$ cat config.mk
export PLATFORM = sky130hd
export DESIGN_NAME = pwr_tier_seq
export DESIGN_NICKNAME = d
export VERILOG_FILES = /design/src/rtl/pwr_seq_pkg.sv /design/src/rtl/pwr_ms_timer.sv /design/src/rtl/pwr_step_timer.sv /design/src/rtl/pwr_grp_good.sv /design/src/rtl/pwr_tier_seq.sv
export SDC_FILE = /design/constraint.sdc
export NUM_CORES = 1
export LEC_CHECK = 0
export ABC_AREA = 1
export BUFFER_PORTS_ARGS = -buffer_cell sky130_fd_sc_hd__buf_4
export CAP_MARGIN = 20
export CORE_MARGIN = 8
export CORE_UTILIZATION = 45
export DETAILED_ROUTE_END_ITERATION = 16
export PLACE_DENSITY = 0.61
export SLEW_MARGIN = 20
export SYNTH_ARGS = -nofsm -noshare
export SYNTH_HDL_FRONTEND = slang
export SYNTH_SLANG_ARGS = --single-unit
$ cat constraint.sdc
create_clock -name clk -period 1.91 [get_ports clk]
set_clock_uncertainty 0.05 [all_clocks]
set_input_delay 0.382 -clock clk [delete_from_list [all_inputs] [get_ports clk]]
set_output_delay 0.382 -clock clk [all_outputs]
set_load 0.01 [all_outputs]
$ cat src/rtl/pwr_seq_pkg.sv
package pwr_seq_pkg;

  typedef enum logic [2:0] {
    ST_IDLE  = 3'd0,
    ST_RAMP  = 3'd1,
    ST_HOLD  = 3'd2,
    ST_ON    = 3'd3,
    ST_STALL = 3'd4,
    ST_DOWN  = 3'd5
  } seq_state_t;

  // clocks per millisecond, never below one
  function automatic int unsigned cycles_per_ms(input int unsigned clk_hz);
    int unsigned c;
    c = clk_hz / 1000;
    return (c == 0) ? 1 : c;
  endfunction

  // register width able to hold the value n
  function automatic int unsigned bits_for(input int unsigned n);
    return (n < 2) ? 1 : $clog2(n + 1);
  endfunction

endpackage

$ cat src/rtl/pwr_ms_timer.sv
module pwr_ms_timer
  import pwr_seq_pkg::*;
#(
  parameter int unsigned CYC_PER_MS = 100000,
  parameter int unsigned LIMIT_MS   = 330
) (
  input  logic clk,
  input  logic rst_n,
  input  logic restart,
  output logic reached
);
  localparam int unsigned PW = bits_for(CYC_PER_MS);
  localparam int unsigned MW = bits_for(LIMIT_MS);

  logic [PW-1:0] pre;
  logic [MW-1:0] ms;
  logic          tick;

  assign tick    = (pre == PW'(CYC_PER_MS - 1));
  assign reached = (ms == MW'(LIMIT_MS));

  always_ff @(posedge clk or negedge rst_n) begin
    if (!rst_n) begin
      pre <= '0;
      ms  <= '0;
    end else if (restart) begin
      pre <= '0;
      ms  <= '0;
    end else begin
      pre <= tick ? '0 : pre + PW'(1);
      if (tick && !reached) ms <= ms + MW'(1);
    end
  end

  AST_MS_SATURATE: assert property (@(posedge clk) disable iff (!rst_n)
    (reached && !restart) |=> reached);

endmodule

$ cat src/rtl/pwr_step_timer.sv
module pwr_step_timer
  import pwr_seq_pkg::*;
#(
  parameter int unsigned TMO_CYC = 100000
) (
  input  logic clk,
  input  logic rst_n,
  input  logic restart,
  output logic expired
);
  localparam int unsigned TW = bits_for(TMO_CYC);

  logic [TW-1:0] cnt;

  assign expired = (cnt == TW'(TMO_CYC - 1));

  always_ff @(posedge clk or negedge rst_n) begin
    if (!rst_n)        cnt <= '0;
    else if (restart)  cnt <= '0;
    else if (!expired) cnt <= cnt + TW'(1);
  end

  AST_TMO_STICKY: assert property (@(posedge clk) disable iff (!rst_n)
    (expired && !restart) |=> expired);

endmodule

$ cat src/rtl/pwr_grp_good.sv
module pwr_grp_good #(
  parameter int unsigned GROUPS = 3,
  parameter int unsigned RAILS  = 2
) (
  input  logic [GROUPS*RAILS-1:0] rail_good,
  output logic [GROUPS-1:0]       all_good
);
  for (genvar g = 0; g < GROUPS; g++) begin : g_grp
    assign all_good[g] = &rail_good[g*RAILS +: RAILS];
  end
endmodule

$ cat src/rtl/pwr_tier_seq.sv
module pwr_tier_seq
  import pwr_seq_pkg::*;
#(
  parameter int unsigned GROUPS        = 3,
  parameter int unsigned RAILS         = 2,
  parameter int unsigned CLK_HZ        = 25000000,
  parameter int unsigned LAST_DELAY_MS = 330,
  parameter int unsigned TIMEOUT_MS    = 1
) (
  input  logic                    clk,
  input  logic                    rst_n,
  input  logic                    pwr_req,
  input  logic                    therm_alarm,
  input  logic [GROUPS*RAILS-1:0] rail_good,
  output logic [GROUPS-1:0]       grp_en,
  output logic                    power_ok,
  output logic                    cfg_drive,
  output logic                    fault,
  output logic [2:0]              state_code
);
  localparam int unsigned CYC     = cycles_per_ms(CLK_HZ);
  localparam int unsigned TMO_CYC = TIMEOUT_MS * CYC;
  localparam int unsigned GW      = (GROUPS > 1) ? $clog2(GROUPS) : 1;
  localparam logic [GW-1:0] LAST_IDX = GW'(GROUPS - 1);

  seq_state_t        state;
  logic [GW-1:0]     grp, grp_nxt;
  logic [GROUPS-1:0] grp_ok;
  logic              cur_good, ms_reached, tmo_expired;

  // named events
  logic shutdown_evt, start_evt, advance_evt, timeout_evt, release_evt;
  logic on_evt, hold_evt, step_evt, launch_evt;

  // clear the highest set enable
  function automatic logic [GROUPS-1:0] drop_highest(input logic [GROUPS-1:0] v);
    logic [GROUPS-1:0] r;
    logic              found;
    r     = v;
    found = 1'b0;
    for (int i = GROUPS - 1; i >= 0; i--) begin
      if (v[i] && !found) begin
        r[i]  = 1'b0;
        found = 1'b1;
      end
    end
    return r;
  endfunction

  pwr_grp_good #(.GROUPS(GROUPS), .RAILS(RAILS)) u_good (
    .rail_good (rail_good),
    .all_good  (grp_ok)
  );

  pwr_ms_timer #(.CYC_PER_MS(CYC), .LIMIT_MS(LAST_DELAY_MS)) u_ms (
    .clk     (clk),
    .rst_n   (rst_n),
    .restart (start_evt),
    .reached (ms_reached)
  );

  pwr_step_timer #(.TMO_CYC(TMO_CYC)) u_tmo (
    .clk     (clk),
    .rst_n   (rst_n),
    .restart (launch_evt),
    .expired (tmo_expired)
  );

  assign grp_nxt  = grp + GW'(1);
  assign cur_good = grp_ok[grp];

  assign shutdown_evt = (state != ST_IDLE) && (state != ST_DOWN) && (!pwr_req || therm_alarm);
  assign start_evt    = (state == ST_IDLE) && pwr_req && !therm_alarm && !fault;
  assign advance_evt  = (state == ST_RAMP) && !shutdown_evt && cur_good;
  assign timeout_evt  = (state == ST_RAMP) && !shutdown_evt && !cur_good && tmo_expired;
  assign release_evt  = (state == ST_HOLD) && !shutdown_evt && ms_reached;
  assign on_evt       = advance_evt && (grp == LAST_IDX);
  assign hold_evt     = advance_evt && (grp != LAST_IDX) && (grp_nxt == LAST_IDX);
  assign step_evt     = advance_evt && !on_evt && !hold_evt;
  assign launch_evt   = start_evt || step_evt || release_evt;

  always_ff @(posedge clk or negedge rst_n) begin
    if (!rst_n) begin
      state  <= ST_IDLE;
      grp    <= '0;
      grp_en <= '0;
      fault  <= 1'b0;
    end else if (shutdown_evt) begin
      state <= ST_DOWN;
      if (therm_alarm) fault <= 1'b1;
    end else begin
      case (state)
        ST_IDLE: begin
          if (!pwr_req) fault <= 1'b0;
          else if (start_evt) begin
            state  <= ST_RAMP;
            grp    <= '0;
            grp_en <= GROUPS'(1);
          end
        end
        ST_RAMP: begin
          if (on_evt)        state <= ST_ON;
          else if (hold_evt) state <= ST_HOLD;
          else if (step_evt) begin
            grp            <= grp_nxt;
            grp_en[grp_nxt] <= 1'b1;
          end else if (timeout_evt) begin
            fault <= 1'b1;
            state <= ST_STALL;
          end
        end
        ST_HOLD: begin
          if (release_evt) begin
            grp              <= LAST_IDX;
            grp_en[LAST_IDX] <= 1'b1;
            state            <= ST_RAMP;
          end
        end
        ST_DOWN: begin
          if (grp_en == '0) state <= ST_IDLE;
          else              grp_en <= drop_highest(grp_en);
        end
        default: ;
      endcase
    end
  end

  assign power_ok   = (state == ST_ON);
  assign cfg_drive  = (state == ST_ON);
  assign state_code = state;

  for (genvar g = 1; g < GROUPS; g++) begin : g_ord
    AST_ENABLE_ORDER: assert property (@(posedge clk) disable iff (!rst_n)
      grp_en[g] |-> grp_en[g-1]);
  end

  AST_LAST_WAITS: assert property (@(posedge clk) disable iff (!rst_n)
    $rose(grp_en[GROUPS-1]) |-> ms_reached);

  AST_ON_AFTER_LAST: assert property (@(posedge clk) disable iff (!rst_n)
    ((state == ST_RAMP) && (grp == LAST_IDX) && cur_good && !shutdown_evt) |=> power_ok);

  AST_TIMEOUT_STALL: assert property (@(posedge clk) disable iff (!rst_n)
    timeout_evt |=> (fault && state == ST_STALL));

  AST_STALL_HOLDS: assert property (@(posedge clk) disable iff (!rst_n)
    ((state == ST_STALL) && !shutdown_evt) |=> ((state == ST_STALL) && $stable(grp_en)));

  AST_DOWN_ONE_STEP: assert property (@(posedge clk) disable iff (!rst_n)
    ((state == ST_DOWN) && (grp_en != '0)) |=> ($countones(grp_en) + 1 == $countones($past(grp_en))));

  AST_THERM_DOWN: assert property (@(posedge clk) disable iff (!rst_n)
    (therm_alarm && (state != ST_IDLE) && (state != ST_DOWN)) |=> ((state == ST_DOWN) && fault));

  AST_NO_START_FAULT: assert property (@(posedge clk) disable iff (!rst_n)
    ((state == ST_IDLE) && (fault || therm_alarm)) |=> (state == ST_IDLE));

endmodule

==> run summary, run 1 <==
Post-DP HPWL -> 5.031 mm
Final Cycle Share -> 0.9031
Minimum clock period -> 1.725 ns
Setup bufs post-CTS -> 0
Syn Area/Cell -> 7.463 µm²
DRC Markers -> 0
RSZ-0062 raised after global routing -> no
Commonest non-fill, non-tap cells in the layout -> nand2_1 (97), nor2_1 (57), inv_1 (53), dfrtp_1 (48), nand3_1 (36)
Sequential-to-total area share from yosys stat -> 0.3814
Worst EP arrival -> 1.86 ns
Clock Latency Late Sink -> 0.31 ns
Flops & latches, synth -> 48
Via count -> 2661
Total GRT Usage -> 0.1404
Startpoint types -> flop
DRT antenna net count -> 0
Vias per cell -> 4.847
Cell Pwr Density -> 1329 mW/mm²
TritonCTS buffer count -> 5
Crit end category -> flop
Finished Layout Cells -> 549
Slew Viols, Final -> 0
Post-layout util -> 0.5247
Dpl cells -> 541
Horiz. Die Dim -> 99.66 µm
I/O Pins -> 19
Drt pass-1 iters -> 4
Port Buf Inserts -> 18
Clk buf depth -> 2
Core Box Area -> 0.006794 mm²
Worst-Margin Slew -> 0.5961 ns
Routability Congestion -> 0.8969
Number of global-route vias before repair -> 2576
Post-Syn Area -> 0.003149 mm²
Slew HR -> 0.6026
Synth cell types -> 35
Crit Path Class -> flop to flop
Critical path peak fanout -> 7
Initial antenna violation count -> 0
First-pass GRT wire length -> 11.51 mm
Antenna Cells -> 0
Largest net degree at the start of global routing -> 49
GRT overflow -> 0
Peak Freq -> 579.8 MHz
Mapped Nets -> 440
FF-to-FF path depth -> 10
Max_cap viols -> 0
Starting Density -> 0.4635
Clock Tree Root -> clkbuf_8
Static leakage -> 1.724 nW
Row cnt -> 30
Total die area -> 0.009931 mm²
H-tree depth -> 2
Share of cells above drive strength 1 -> 0.1545
Clk pin slew, worst setup/hold paths -> 0.10 ns
Final hold slack -> 0.02589 ns
Area Overhead vs Synth -> 13.19%
Final hold violation count -> 0
Drt initial violations -> 91
Worst path required time -> 2.05 ns
Ys Warns -> 0
Setup Viol. Count Final -> 0
Commonest non-fill, non-tap cell in the layout -> nand2_1
Wirelength per Cell -> 11.88 µm
Setup tns final -> 0 ns
Outcome -> complete, no violations
Die Y -> 99.66 µm
CTS tree -> built
# nets final -> 470
Wirelength, routed -> 6.522 mm
Worst Hold Class -> input pin to async pin
Clk sinks -> 48
Max rail drop VDD -> 0.0006002 V
Cells after synthesis -> 422
## state kept, by name, summed over array words and instances, names as in the netlist
| signal | count |
|---|---|
| u_ms.pre | 15 |
| u_tmo.cnt | 15 |
| u_ms.ms | 9 |
| grp_en | 3 |
| state_code | 3 |
| grp | 2 |
| fault | 1 |
## metrics by stage
stage / power, mW / setup slack, ns / cell area [µm²]
5_1_grt: 5.194 / 0.01134 / 3565
3_5_place_dp: 3.978 / 0.1629 / 3438
4_1_cts: 4.770 / 0.1433 / 3560
6_report: 4.738 / 0.1852 / 3565
2_1_floorplan: 3.410 / 0.3285 / 3149
3_3_place_gp: 3.955 / 0.2225 / 3438
## cells in the mapped netlist
cell type	count	area [µm²]
buf_12	1	20.02
inv_1	53	198.9
o21bai_1	3	22.52
a21oi_4	1	16.27
nor3b_1	3	22.52
and2_1	1	6.260
nand4_1	11	68.82
a21oi_1	12	60.06
a41oi_1	1	8.760
nor3_1	16	80.08
xnor2_1	1	8.760
o31ai_1	3	22.52
nand2_1	98	367.9
nand2_2	2	12.51
dfrtp_1	48	1201
nand2_4	2	22.52
nor4_1	3	18.77
nand3_1	36	180.2
buf_6	1	11.26
nor4_2	1	12.51
or2_2	1	6.260
o21ai_1	2	10.01
nor3_4	2	32.53
a31oi_1	2	12.51
nor2_4	11	123.9
nand4_4	1	21.27
nand3_2	3	30.03
inv_2	3	11.26
xor2_1	10	87.58
o21ai_0	15	75.07
ha_1	8	100.1
buf_4	2	15.01
and2_0	1	6.260
nor2_2	6	37.54
nor2_1	58	217.7
## critical path, cell delays in order (launching register included)
cell and delay (ns):
dfrtp_1 0.42, inv_1 0.10, ha_1 0.15, nand2_1 0.05, nor2_1 0.09, nand2_1 0.12, nor2_1 0.20, nor2_4 0.06
nand2_4 0.10, buf_4 0.21, nor2_4 0.05
## what timing repair did
action                     4_1_cts  5_1_grt
setup endpoints to repair        0        5
gates resized for setup          0        2
hold buffers                     0        0
## logic make-up after synthesis
logic type                 count (synthesis)  synth area share
AOI/OAI and AO/OA                         39           0.07231
DFF                                       48            0.3814
adders and majority gates                  8           0.03179
xor gates and xnor gates                  11           0.03059
buffers and inverters                     60           0.08144
and+or+nand+nor                          256            0.4025
## worst paths after layout
kind / end / slack (ns) / from
min in group clk: fault$_DFFE_PN0P_ / 0.31 / pwr_req
worst max register to register: u_tmo.cnt[13]$_DFFE_PN0P_ / 0.19 / u_ms.ms[0]$_DFFE_PN0P_
worst min-delay path: u_ms.pre[5]$_DFF_PN0_ / 0.03 / rst_n
max in group asynchronous: u_tmo.cnt[13]$_DFFE_PN0P_ / 1.38 / rst_n
worst max-delay path: u_tmo.cnt[13]$_DFFE_PN0P_ / 0.19 / u_ms.ms[0]$_DFFE_PN0P_
worst min register to register: u_ms.pre[0]$_DFF_PN0_ / 0.42 / u_ms.pre[0]$_DFF_PN0_
## cell type report
class / instances / area [µm²]
clock buffers: 6 / 82.58
clock inverters: 2 / 38.79
fillers: 653 / 3229
inverters: 56 / 210.2
multi-input cells: 314 / 1697
flip-flops and latches: 48 / 1201
well taps: 96 / 120.1
repair buffers: 27 / 215.2
## metal layers
| layer | global-route usage | part of all wire |
|---|---|---|
| met4 | 0.04307 | 0.012 |
| met1 | 0.1833 | 0.51 |
| met3 | 0.02723 | 0.023 |
| met5 | 0 | 0 |
| met2 | 0.2278 | 0.45 |
## report_power, final
group          internal [mW]  switching (mW)  leakage [nW]
Combinational          0.826            1.27          1.06
Sequential              1.40           0.454         0.603
Clock                  0.429           0.355        0.0614
Total                   2.66            2.08          1.72
Note: power is estimated with default switching activity, not from simulation.
==> run 2, diff against run 1 <==
==> constraint.sdc (replaced) <==
create_clock -name clk -period 1.99 [get_ports clk]
set_clock_uncertainty 0.05 [all_clocks]
set_input_delay 0.398 -clock clk [delete_from_list [all_inputs] [get_ports clk]]
set_output_delay 0.398 -clock clk [all_outputs]
set_load 0.01 [all_outputs]
==> run 2 against run 1 <==
  * Core utilization decreased by 0.48 points
  * Sequential power decreased by 4%
  * Sequential share of layout area increased by 0.31 points
  * Highest routed layer unchanged
  * Critical endpoint is now u_tmo.cnt[7]$_DFFE_PN0P_
  * Critical path depth decreased by 3
==> run summary, run 2 (synthesized netlist as in run 1, its figures left out) <==
Outcome -> complete, no violations
Seq pwr share -> 0.392
Row cnt -> 30
Total power -> 4.550 mW
Initial antenna violation count -> 0
Max_cap viols -> 0
Area Overhead vs Synth -> 12.16%
Slew Viols, Final -> 0
Slew HR -> 0.5887
Minimum clock period -> 1.810 ns
Setup Viol. Count Final -> 0
Final hold violation count -> 0
Largest net degree at the start of global routing -> 49
Total die area -> 0.009931 mm²
Die Y -> 99.66 µm
Via count -> 2714
Critical path peak fanout -> 11
Commonest non-fill, non-tap cells in the layout -> nand2_1 (98), nor2_1 (58), inv_1 (53), dfrtp_1 (48), nand3_1 (36)
Switching portion of total power -> 0.4438
Crit Path Class -> flop to flop
Peak Freq -> 552.5 MHz
# nets final -> 466
RSZ-0062 raised after global routing -> no
First-pass GRT wire length -> 12.18 mm
DRC Markers -> 0
Horiz. Die Dim -> 99.66 µm
GRT overflow -> 0
Worst EP arrival -> 1.93 ns
Post-layout util -> 0.5199
Combinational share of power -> 0.442
Vias per cell -> 4.980
Startpoint types -> flop
Total GRT Usage -> 0.1480
I/O Pins -> 19
Clk buf depth -> 2
Final Cycle Share -> 0.9095
Wirelength, routed -> 6.656 mm
TritonCTS buffer count -> 5
Clk pin slew, worst setup/hold paths -> 0.09 ns
CTS tree -> built
Cell Pwr Density -> 1288 mW/mm²
Max rail drop VDD -> 0.0005436 V
Clk sinks -> 48
Crit end category -> flop
Commonest non-fill, non-tap cell in the layout -> nand2_1
Regs by FF count -> u_ms.pre x15, u_tmo.cnt x15, u_ms.ms x9
Clock Tree Root -> clkbuf_8
CTS Hold Bufs -> 0
Setup tns final -> 0 ns
DRT antenna net count -> 0
Clock Latency Late Sink -> 0.30 ns
Wirelength per Cell -> 12.21 µm
Antenna Cells -> 0
Routability Congestion -> 0.8634
Worst Hold Class -> input pin to async pin
H-tree depth -> 2
Clk pwr share -> 0.166
Post-DP HPWL -> 5.137 mm
Drt initial violations -> 117
Finished Layout Cells -> 545
Starting Density -> 0.4635
Core Box Area -> 0.006794 mm²
Static leakage -> 1.702 nW
Internal power -> 2.531 mW
Net Switching -> 2.020 mW
Number of global-route vias before repair -> 2693
Dpl cells -> 537
Worst-Margin Slew -> 0.6170 ns
Drt pass-1 iters -> 4
Worst path required time -> 2.11 ns
Port Buf Inserts -> 18
Share of cells above drive strength 1 -> 0.1448
## run 2: cell count changes in the layout (fill, tap and decap cells not counted)
cell,change
ha_1,-1
nor2_2,-1
buf_4,-4
nor2_1,+1
nand2_1,+1
nand2_2,-1
ha_2,+1
## run 2: layout make-up
cell class | count | area [µm²]
Tap cell | 96 | 120.1
Inverter | 56 | 210.2
Sequential cell | 48 | 1201
Clock buffer | 6 | 82.58
Clock inverter | 2 | 38.79
Multi-Input combinational cell | 314 | 1694
Fill cell | 646 | 3262
Timing Repair Buffer | 23 | 185.2
## run 2: power groups by stage
stage	combinational (mW)	clock (mW)	sequential [mW]
floorplan	1.56	0	1.72
global placement	2.01	0	1.79
detailed placement	2.02	0	1.79
CTS	2.03	0.780	1.78
global route	2.32	0.817	1.85
finish	2.01	0.755	1.78
## run 2: critical path, cell delays in order (launching register included)
cell and delay (ns):
dfrtp_1 0.40, inv_1 0.12, ha_1 0.24, nor2_1 0.25, nand4_4 0.15, nand2_4 0.23, buf_12 0.18, nor3_1 0.06
## run 2: metal layers
layer  GRT usage  up-vias  part of all wire
met1      0.1920     1256              0.49
met5           0        -                 0
met4     0.04075        0            0.0057
met2      0.2417       35              0.47
met3     0.03142        4             0.029
li1            -     1419                 -
## run 2: what timing repair did
action                     in CTS  in global routing
resized for setup               0                  1
buffers inserted                0                  0
setup endpoints to repair       0                  2
## run 2: worst paths after layout
kind,cells past startpoint,to,startpoint,slack [ns]
min in group clk,3,fault$_DFFE_PN0P_,pwr_req,0.34
max in group asynchronous,1,u_ms.pre[0]$_DFF_PN0_,rst_n,1.42
worst min-delay path,1,u_ms.pre[12]$_DFF_PN0_,rst_n,0.06
worst max register to register,7,u_tmo.cnt[7]$_DFFE_PN0P_,grp[0]$_DFFE_PN0P_,0.18
worst max-delay path,7,u_tmo.cnt[7]$_DFFE_PN0P_,grp[0]$_DFFE_PN0P_,0.18
worst min register to register,1,u_ms.pre[0]$_DFF_PN0_,u_ms.pre[0]$_DFF_PN0_,0.41
## run 2: stage by stage
step	instance area [µm²]	worst slack, ns	hold slack (ns)
2_1_floorplan	3149	0.4085	0.05241
3_3_place_gp	3408	0.1438	0.4031
3_5_place_dp	3408	0.1729	0.4046
4_1_cts	3530	0.1323	0.08375
5_1_grt	3532	0.01120	0.1109
6_report	3532	0.1801	0.05523
==> run 3, diff against run 2 <==
==> constraint.sdc (replaced) <==
create_clock -name clk -period 1.99 [get_ports clk]
set_clock_uncertainty 0.05 [all_clocks]
set_input_delay 0.2985 -clock clk [delete_from_list [all_inputs] [get_ports clk]]
set_output_delay 0.2985 -clock clk [all_outputs]
set_load 0.01 [all_outputs]
==> run 3 against run 2 <==
  * Cell count is the same
  * Hold slack better by 0.18 ns
  * Clock-buffer cell count down 1
  * Global-route usage decreased by 0.33 points
  * Total power up 1.4%
  * Critical path depth unchanged
  * Largest power group unchanged
  * Worst setup slack improved by 0.0054 ns
  * Wire length down 0.80%
  * Clock power grew 8.6%
  * Largest cell class unchanged
==> run summary, run 3 (synthesized netlist as in run 1, its figures left out) <==
Commonest non-fill, non-tap cell in the layout -> nand2_1
Pre-CTS setup slack -> 0.1761 ns
Seq pwr share -> 0.386
Regs by FF count -> u_ms.pre x15, u_tmo.cnt x15, u_ms.ms x9
Crit end category -> flop
Crit-path slowest cell -> dfrtp_1
Internal power -> 2.616 mW
Worst path top cell family by delay -> simple AND/OR/NAND/NOR gates
Switching portion of total power -> 0.4328
Worst-Margin Slew -> 0.6139 ns
Critical path peak fanout -> 11
Share of cells above drive strength 1 -> 0.1425
Crit-path cells -> inv_1, ha_1, nor2_1, nand4_4, nand2_4, buf_12, nor3_1
Clk pin slew, worst setup/hold paths -> 0.09 ns
Via count -> 2679
Worst path required time -> 2.11 ns
Critical R2R Launch -> grp[0]$_DFFE_PN0P_
Drt initial violations -> 98
Cell Pwr Density -> 1299 mW/mm²
Number of global-route vias before repair -> 2739
Total die area -> 0.009931 mm²
Post-DP HPWL -> 5.067 mm
I/O Pins -> 19
Worst EP arrival -> 1.93 ns
Final Cycle Share -> 0.9068
Starting Density -> 0.4635
First-pass GRT wire length -> 12.12 mm
Worst Hold Launch -> pwr_req
Combinational share of power -> 0.436
CTS tree -> built
Max rail drop VDD -> 0.0005296 V
Final WS setup -> 0.1855 ns
Startpoint types -> flop
Routability Congestion -> 0.8868
Setup Viol. Count Final -> 0
Net Switching -> 1.996 mW
Wirelength per Cell -> 12.12 µm
Core Box Area -> 0.006794 mm²
Reg2reg end -> u_tmo.cnt[7]$_DFFE_PN0P_
DRT antenna net count -> 0
Final hold violation count -> 0
Slew HR -> 0.5907
Die Y -> 99.66 µm
Wirelength, routed -> 6.603 mm
Area Overhead vs Synth -> 12.71%
# nets final -> 467
Static leakage -> 1.709 nW
Clk sinks -> 48
Horiz. Die Dim -> 99.66 µm
Slew Viols, Final -> 0
Min-Delay Path Depth -> 3
DRC Markers -> 0
Drt pass-1 iters -> 4
Crit Path Class -> flop to flop
Total GRT Usage -> 0.1447
Outcome -> complete, no violations
Clk pwr share -> 0.178
Setup tns final -> 0 ns
TritonCTS buffer count -> 5
Critical path's largest stage delay -> 0.41 ns
Max_cap viols -> 0
FF-to-FF path depth -> 7
Worst Hold Class -> input pin to flop
Commonest non-fill, non-tap cells in the layout -> nand2_1 (98), nor2_1 (58), inv_1 (53), dfrtp_1 (48), nand3_1 (36)
Port Buf Inserts -> 18
Flop2flop setup slack -> 0.19 ns
Clk buf depth -> 2
H-tree depth -> 2
WHS Endpoint -> fault$_DFFE_PN0P_
Clock Tree Root -> clkbuf_8
Initial antenna violation count -> 0
Row cnt -> 30
Vias per cell -> 4.916
WP buf/inv -> 2
Antenna Cells -> 0
Largest net degree at the start of global routing -> 49
Peak Freq -> 554.2 MHz
RSZ-0062 raised after global routing -> no
GRT overflow -> 0
Clock Latency Late Sink -> 0.30 ns
Minimum clock period -> 1.805 ns
==> run 3: cell count changes in the layout (fill, tap and decap cells not counted) <==
cell	change
dlygate4sd3_1	+1
clkinv_4	-1
bufinv_16	+1
clkbuf_8	-1
==> run 3: stage by stage <==
stage / power [mW] / util / cells / cell area [µm²] / hold WS (ns)
finish: 4.612 / 0.5225 / 545 / 3550 / 0.2339
floorplan: 3.273 / - / 422 / 3149 / -0.04709
global route: 5.043 / 0.5225 / 545 / 3550 / 0.2404
global placement: 3.793 / 0.5017 / 537 / 3408 / 0.3150
detailed placement: 3.802 / 0.5017 / 537 / 3408 / 0.3188
CTS: 4.652 / 0.5221 / 545 / 3547 / 0.2281
==> run 3: power by group through the flow <==
stage / clock network, mW / registers [mW] / logic, mW
final: 0.820 / 1.78 / 2.01
after global routing: 0.880 / 1.85 / 2.31
after CTS: 0.855 / 1.78 / 2.02
after detailed placement: 0 / 1.80 / 2.00
after global placement: 0 / 1.79 / 2.00
after floorplan: 0 / 1.72 / 1.56
==> run 3: how the worst max path moves through the flow <==
stage	from	to	slack (ns)	cells past startpoint
after CTS	u_tmo.cnt[1]$_DFFE_PN0P_	u_tmo.cnt[14]$_DFFE_PN0P_	0.14	8
after floorplan	u_tmo.cnt[1]$_DFFE_PN0P_	u_tmo.cnt[14]$_DFFE_PN0P_	0.41	8
final	grp[0]$_DFFE_PN0P_	u_tmo.cnt[7]$_DFFE_PN0P_	0.19	7
after detailed placement	u_tmo.cnt[1]$_DFFE_PN0P_	u_tmo.cnt[14]$_DFFE_PN0P_	0.18	8
after global placement	u_tmo.cnt[1]$_DFFE_PN0P_	u_tmo.cnt[12]$_DFFE_PN0P_	0.17	8
after global routing	grp[0]$_DFFE_PN0P_	state_code[2]$_DFFE_PN0P_	0.03	9
==> run 3: cell type report <==
cell class,count,area (µm²)
clock buffers,5,68.82
clock inverters,2,60.06
fillers,645,3244
inverters,56,210.2
multi-input cells,314,1694
flip-flops and latches,48,1201
well taps,96,120.1
repair buffers,24,195.2
==> run 3: per-layer routing <==
metal	GRT usage	routed length (µm)	part of all wire
met5	0	0	0
met4	0.03027	43	0.0065
met3	0.02514	195	0.030
met2	0.2438	3087	0.47
met1	0.1885	3276	0.50
==> run 3: what timing repair did <==
action                                  CTS  global route
endpoints found under the hold margin    48             0
hold buffers                              1             0
endpoints found under the setup margin    0             2
buffers inserted                          0             0
gates resized for setup                   0             1
==> run 3: tightest hold or removal path: cells and delay by family <==
kind | cells | cell delay (ns)
AO/OA/AOI/OAI | 1 | 0.10
AND/OR/NAND/NOR | 1 | 0.04
buffers and inverters | 1 | 0.10
